## src/rtl/irqc_pkg.sv

```systemverilog
package irqc_pkg;
  localparam int VEC_W = 6;
  localparam int IGN_W = 5;
  localparam int INR_W = IGN_W + VEC_W;
  localparam logic [VEC_W-1:0] IDLE_CODE = '1;

  typedef enum logic [1:0] {
    TRK_IDLE = 2'd0,
    TRK_RCVD = 2'd1,
    TRK_PEND = 2'd2
  } trk_state_e;
endpackage

```

## src/rtl/irqc_scanner.sv

```systemverilog
module irqc_scanner
  import irqc_pkg::*;
#(
  parameter int N_SRC = 16,
  parameter logic [N_SRC-1:0] ACT_HIGH = {4'hF, {(N_SRC-4){1'b0}}}
) (
  input  logic                 clk,
  input  logic                 rst,
  input  logic [N_SRC-1:0]     irq_in,
  output logic [VEC_W-1:0]     scan_vec
);
  localparam int PTR_W = (N_SRC > 1) ? $clog2(N_SRC) : 1;
  localparam logic [PTR_W-1:0] LAST = PTR_W'(N_SRC - 1);

  logic [PTR_W-1:0] ptr;
  logic             line_on;

  assign line_on = ACT_HIGH[ptr] ? irq_in[ptr] : ~irq_in[ptr];

  always_ff @(posedge clk) begin
    if (rst) begin
      ptr      <= '0;
      scan_vec <= IDLE_CODE;
    end else begin
      scan_vec <= line_on ? VEC_W'(ptr) : IDLE_CODE;
      ptr      <= (ptr == LAST) ? '0 : ptr + 1'b1;
    end
  end


  code_range_chk: assert property (@(posedge clk) disable iff (rst)
    (scan_vec == IDLE_CODE) || (scan_vec < VEC_W'(N_SRC)));


  wrap_chk: assert property (@(posedge clk) disable iff (rst)
    (ptr == LAST) |=> (ptr == '0));
endmodule

```

## src/rtl/irqc_tracker.sv

```systemverilog
module irqc_tracker
  import irqc_pkg::*;
(
  input  logic clk,
  input  logic rst,
  input  logic hit,
  input  logic clr,
  input  logic accept,
  output logic rcvd
);
  trk_state_e st;

  always_ff @(posedge clk) begin
    if (rst) begin
      st <= TRK_IDLE;
    end else if (clr) begin
      st <= TRK_IDLE;
    end else begin
      unique case (st)
        TRK_IDLE: if (hit)    st <= TRK_RCVD;
        TRK_RCVD: if (accept) st <= TRK_PEND;
        default:              st <= st;
      endcase
    end
  end

  assign rcvd = (st == TRK_RCVD);


  pend_hold_chk: assert property (@(posedge clk) disable iff (rst)
    (st == TRK_PEND && !clr) |=> (st == TRK_PEND));


  idle_stay_chk: assert property (@(posedge clk) disable iff (rst)
    (st == TRK_IDLE && !hit) |=> (st == TRK_IDLE));


  clear_chk: assert property (@(posedge clk) disable iff (rst)
    clr |=> (st == TRK_IDLE));
endmodule

```

## src/rtl/irqc_dispatch.sv

```systemverilog
module irqc_dispatch
  import irqc_pkg::*;
#(
  parameter int N_SRC = 16
) (
  input  logic               clk,
  input  logic               rst,
  input  logic [N_SRC-1:0]   rcvd,
  input  logic [IGN_W-1:0]   ign,
  input  logic               pkt_ready,
  output logic [N_SRC-1:0]   accept,
  output logic               pkt_valid,
  output logic [INR_W-1:0]   pkt_inr
);
  logic [VEC_W-1:0] held;
  logic [VEC_W-1:0] sel;
  logic             found;
  logic [N_SRC-1:0] cand;
  logic             take;

  assign take = pkt_valid && pkt_ready;

  always_comb begin
    for (int i = 0; i < N_SRC; i++) begin
      cand[i]   = rcvd[i] && !(pkt_valid && held == VEC_W'(i));
      accept[i] = take && (held == VEC_W'(i));
    end
  end

  always_comb begin
    found = 1'b0;
    sel   = '0;
    for (int i = N_SRC - 1; i >= 0; i--) begin
      if (cand[i]) begin
        found = 1'b1;
        sel   = VEC_W'(i);
      end
    end
  end

  always_ff @(posedge clk) begin
    if (rst) begin
      pkt_valid <= 1'b0;
      held      <= '0;
      pkt_inr   <= '0;
    end else if (!pkt_valid || take) begin
      if (found) begin
        pkt_valid <= 1'b1;
        held      <= sel;
        pkt_inr   <= {ign, sel};
      end else begin
        pkt_valid <= 1'b0;
      end
    end
  end


  hold_chk: assert property (@(posedge clk) disable iff (rst)
    (pkt_valid && !pkt_ready) |=> (pkt_valid && $stable(pkt_inr)));


  inr_src_chk: assert property (@(posedge clk) disable iff (rst)
    pkt_valid |-> (pkt_inr[VEC_W-1:0] < VEC_W'(N_SRC)));


  one_accept_chk: assert property (@(posedge clk) disable iff (rst)
    $onehot0(accept));
endmodule

```

## src/rtl/irq_concentrator.sv

```systemverilog
module irq_concentrator
  import irqc_pkg::*;
#(
  parameter int N_SRC = 16,
  parameter logic [N_SRC-1:0] ACT_HIGH = {4'hF, {(N_SRC-4){1'b0}}}
) (
  input  logic                 clk,
  input  logic                 rst,
  input  logic [N_SRC-1:0]     irq_in,
  input  logic [N_SRC-1:0]     own_mask,
  input  logic [IGN_W-1:0]     ign,
  input  logic                 clr_we,
  input  logic [VEC_W-1:0]     clr_idx,
  output logic [VEC_W-1:0]     scan_vec,
  output logic                 pkt_valid,
  output logic [INR_W-1:0]     pkt_inr,
  input  logic                 pkt_ready
);
  logic [N_SRC-1:0] hit;
  logic [N_SRC-1:0] clr;
  logic [N_SRC-1:0] rcvd;
  logic [N_SRC-1:0] accept;

  irqc_scanner #(.N_SRC(N_SRC), .ACT_HIGH(ACT_HIGH)) u_scan (
    .clk(clk), .rst(rst), .irq_in(irq_in), .scan_vec(scan_vec)
  );

  for (genvar g = 0; g < N_SRC; g++) begin : g_trk
    assign hit[g] = own_mask[g] && (scan_vec == VEC_W'(g));
    assign clr[g] = clr_we && (clr_idx == VEC_W'(g));
    irqc_tracker u_trk (
      .clk(clk), .rst(rst), .hit(hit[g]), .clr(clr[g]),
      .accept(accept[g]), .rcvd(rcvd[g])
    );
  end

  irqc_dispatch #(.N_SRC(N_SRC)) u_disp (
    .clk(clk), .rst(rst), .rcvd(rcvd), .ign(ign), .pkt_ready(pkt_ready),
    .accept(accept), .pkt_valid(pkt_valid), .pkt_inr(pkt_inr)
  );


  unowned_chk: assert property (@(posedge clk) disable iff (rst)
    (pkt_valid && !pkt_ready && $rose(pkt_valid)) |-> (rcvd != '0));
endmodule

```

## config.mk

```make
export PLATFORM = sky130hd
export DESIGN_NAME = irq_concentrator
export DESIGN_NICKNAME = d
export VERILOG_FILES = /design/src/rtl/irqc_pkg.sv /design/src/rtl/irqc_scanner.sv /design/src/rtl/irqc_tracker.sv /design/src/rtl/irqc_dispatch.sv /design/src/rtl/irq_concentrator.sv
export SDC_FILE = /design/constraint.sdc
export NUM_CORES = 1
export LEC_CHECK = 0
export BUFFER_PORTS_ARGS = -buffer_cell sky130_fd_sc_hd__clkbuf_2
export CAP_MARGIN = 10
export CORE_UTILIZATION = 49
export DETAILED_ROUTE_END_ITERATION = 8
export HOLD_SLACK_MARGIN = 0.12
export PLACE_DENSITY = 0.72
export REMOVE_ABC_BUFFERS = 1
export SLEW_MARGIN = 20
export SYNTH_ARGS = -nofsm -noshare
export SYNTH_HDL_FRONTEND = slang
export SYNTH_SLANG_ARGS = --single-unit
```

## constraint.sdc

```tcl
create_clock -name clk -period 6.14 [get_ports clk]
set_clock_uncertainty 0.2 [all_clocks]
set_input_delay 1.228 -clock clk [delete_from_list [all_inputs] [get_ports clk]]
set_output_delay 1.228 -clock clk [all_outputs]
set_load 0.01 [all_outputs]
```

==> flow_summary.ini <==
[floorplanning]
start_util_pct = 50.6
die_x_um = 83.0
dieArea_um2 = 6880
die_height_um = 83.0
io_pins = 65
core_um2 = 6350
fp-row-count = 29

[global_route]
grt_antenna_before_repair = 0
grt_usage_pct = 25.4
gr-total-overflow = 0
grt_use_met1_pct = 33.5
gr-usage-met3_pct = 4.08
grt.busiest_layer = met2
grt_pass1_vias = 2895
grt_max_degree = 56
grt_pass1_wl_um = 14100
gr-usage-met2_pct = 41.0

[timing]
tightest_slew_ns = 0.775
grt_setup_unrepaired = false
setup_viol = 0
fmax_mhz = 345
relSlewSlack_pct = 48.2
final.setup.tns_ns = 0
hold_viol_final = 0
fin_crit_ns = 2.90
period_share_pct = 47.2
slew_viol_final = 0
finalWorstSetupSlack_ns = 3.24

[pwr]
power_density_nw_per_um2 = 205
pwr-share-seq_pct = 49.9
switching_share_pct = 28.8
switching_power_mw = 0.215
vdd_ir_drop_max_uv = 104
pwr-share-clk_pct = 33.3
internal_power_mw = 0.531
comb_power_share_pct = 16.8
leakagePower_nw = 1.35

[synth]
synth_area_um2 = 3210
avgSynthCellArea_um2 = 8.30
synth.area.top_cells = dfxtp_1 (32%), nand2b_1 (5.6%), a211oi_1 (5.4%)
yosysTopAreaCell = dfxtp_1
synth_cell_types = 60
ys_seq_elements = 52
synth_warnings = 0
syn_inst = 387
netlist.area_leader.share_pct = 32.4
seq_area_frac_synth_pct = 32.4
ys.flop_type = dfxtp_1
synth_edf_count = 0
async_flop_share_pct = 0

[layout]
multiInputGateArea_um2 = 2040
regArea_um2 = 1040
stdcell_count = 511
layout_common_cells = clkbuf_2 (62), dfxtp_1 (52), nor2_1 (34), nand2b_1 (29), a21oi_1 (24)
nets = 481
area_growth_syn_to_layout_pct = 13.3
drive_gt1_share_pct = 19.6
final_common_cell = clkbuf_2
fill_cells = 595
antenna_cells = 0

[clock_network]
postCtsSetupRepairBufs = 0
h-tree-depth = 2
cts.clk_slew.worst_paths_ns = 0.10
cts_sinks = 52
cts_buffer_depth = 2
root_buffer = clkbuf_8
ctsHoldBuffers = 0
tritoncts = done
cts_resized = 0
cts_buffers = 5
worstSkewPairLatency_ns = 0.32

[status]
status = finished clean

[critical_path]
cpMaxStageDelayCell = dfxtp_1
critical_path_class = flop to flop
crit_arrival_ns = 2.90
worstSetupEndpointType = flop
start_kind = flop
crit_fanout = 24
slowest_delay_ns = 0.83
crit_chain = nand2_1 -> o22ai_1 -> a32o_1 -> o32ai_1 -> o41a_1 -> mux2i_1
required_ns = 6.14

[routing]
ant_nets = 0
wl_per_cell_um = 17.2
first_pass_iters = 7
drc = 0
wirelength_um = 8780
vias = 3177
via_per_inst = 6.22
first_iter_violations = 238

[place]
dp_cells = 503
dp_slack_ns = 3.11
io_buffers = 62
gp_congestion = 0.904
hpwl_um = 6380

[run]
maxCapViolCount = 0

[min_path]
hold_class = flop to flop
## logic make-up (layout without fill, tap and decap cells)
family                     Yosys count  count (layout)  synth area share (%)
and+or+nand+nor                    165             165                  29.2
AOI/OAI and AO/OA                  119             119                  26.3
DFF                                 52              52                  32.4
buffers and inverters               32              78                  4.40
muxes                               15              15                  6.66
xor gates and xnor gates             2               2                 0.545
adders and majority gates            1               1                 0.389
other                                1               2                 0.117
## power by group through the flow
stage | clock [mW] | combinational, mW | sequential [mW]
2_1_floorplan | 0 | 0.0681 | 0.380
3_3_place_gp | 0 | 0.123 | 0.379
3_5_place_dp | 0 | 0.124 | 0.380
4_1_cts | 0.249 | 0.124 | 0.372
5_1_grt | 0.263 | 0.136 | 0.375
6_report | 0.248 | 0.125 | 0.372
## worst max-delay path, delay by kind of cell (launching register included)
family	cells	cell delay (ns)
AOI/OAI and AO/OA	4	1.18
DFF	1	0.83
muxes	1	0.17
and+or+nand+nor	1	0.40
## metrics by stage
stage | total power [mW] | utilization (%) | hold WS, ns | instance area, um^2
6_report | 0.745 | 57.3 | 0.280 | 3640
5_1_grt | 0.774 | 57.3 | 0.297 | 3640
4_1_cts | 0.746 | 57.3 | 0.285 | 3640
3_5_place_dp | 0.503 | 55.4 | 0.269 | 3520
3_3_place_gp | 0.502 | 55.4 | 0.258 | 3520
2_1_floorplan | 0.448 | - | 0.251 | 3100
## worst paths after layout
check                           slack (ns)                           start                             end  cells after the start
worst max-delay path                  3.24  u_disp.pkt_inr[1]$_SDFFE_PP0P_  u_disp.pkt_inr[8]$_SDFFE_PP0P_                      6
worst min-delay path                  0.28  u_disp.pkt_inr[9]$_SDFFE_PP0P_  u_disp.pkt_inr[9]$_SDFFE_PP0P_                      2
worst max register to register        3.24  u_disp.pkt_inr[1]$_SDFFE_PP0P_  u_disp.pkt_inr[8]$_SDFFE_PP0P_                      6
worst min register to register        0.28  u_disp.pkt_inr[9]$_SDFFE_PP0P_  u_disp.pkt_inr[9]$_SDFFE_PP0P_                      2
## per-layer routing
layer / vias to the layer above / wire [um]
li1: 1559 / -
met1: 1479 / 3970
met2: 111 / 4050
met3: 28 / 497
met4: 0 / 269
met5: - / 0
## Yosys cell counts (3+ instances only)
master     instances
nand2b_1          29
a21oi_1           24
nor2_1            34
nor2b_1           20
nor3b_1            7
o21ai_0           17
or3_1              3
buf_2              6
clkbuf_1          14
a311oi_1           9
a211oi_1          23
nand3_1            3
o31ai_1            5
dfxtp_1           52
nand3b_1           8
and4b_1            9
mux2i_1            9
o211ai_1           3
o32ai_1            4
buf_4              3
a221oi_1           5
nor4_1             4
inv_1              5
nand2_1           22
nor3_1            14
mux4_2             5
o2bb2ai_1          3
a31oi_1            6
## state kept, by name, indices dropped and copies added (netlist names), named ones only
register / flops
g_trk.u_trk.st: 32
u_disp.pkt_valid: 1
u_scan.ptr: 4
u_disp.pkt_inr: 9
u_scan.scan_vec: 5
## final cells by class
type	count	area share, %
clock buffers	5	1.89
clock inverters	3	1.31
inverters	6	0.619
multi-input cells	304	56.0
flip-flops and latches	52	28.6
well taps	77	2.65
repair buffers	64	8.93
(Power assumes the default switching activity.)
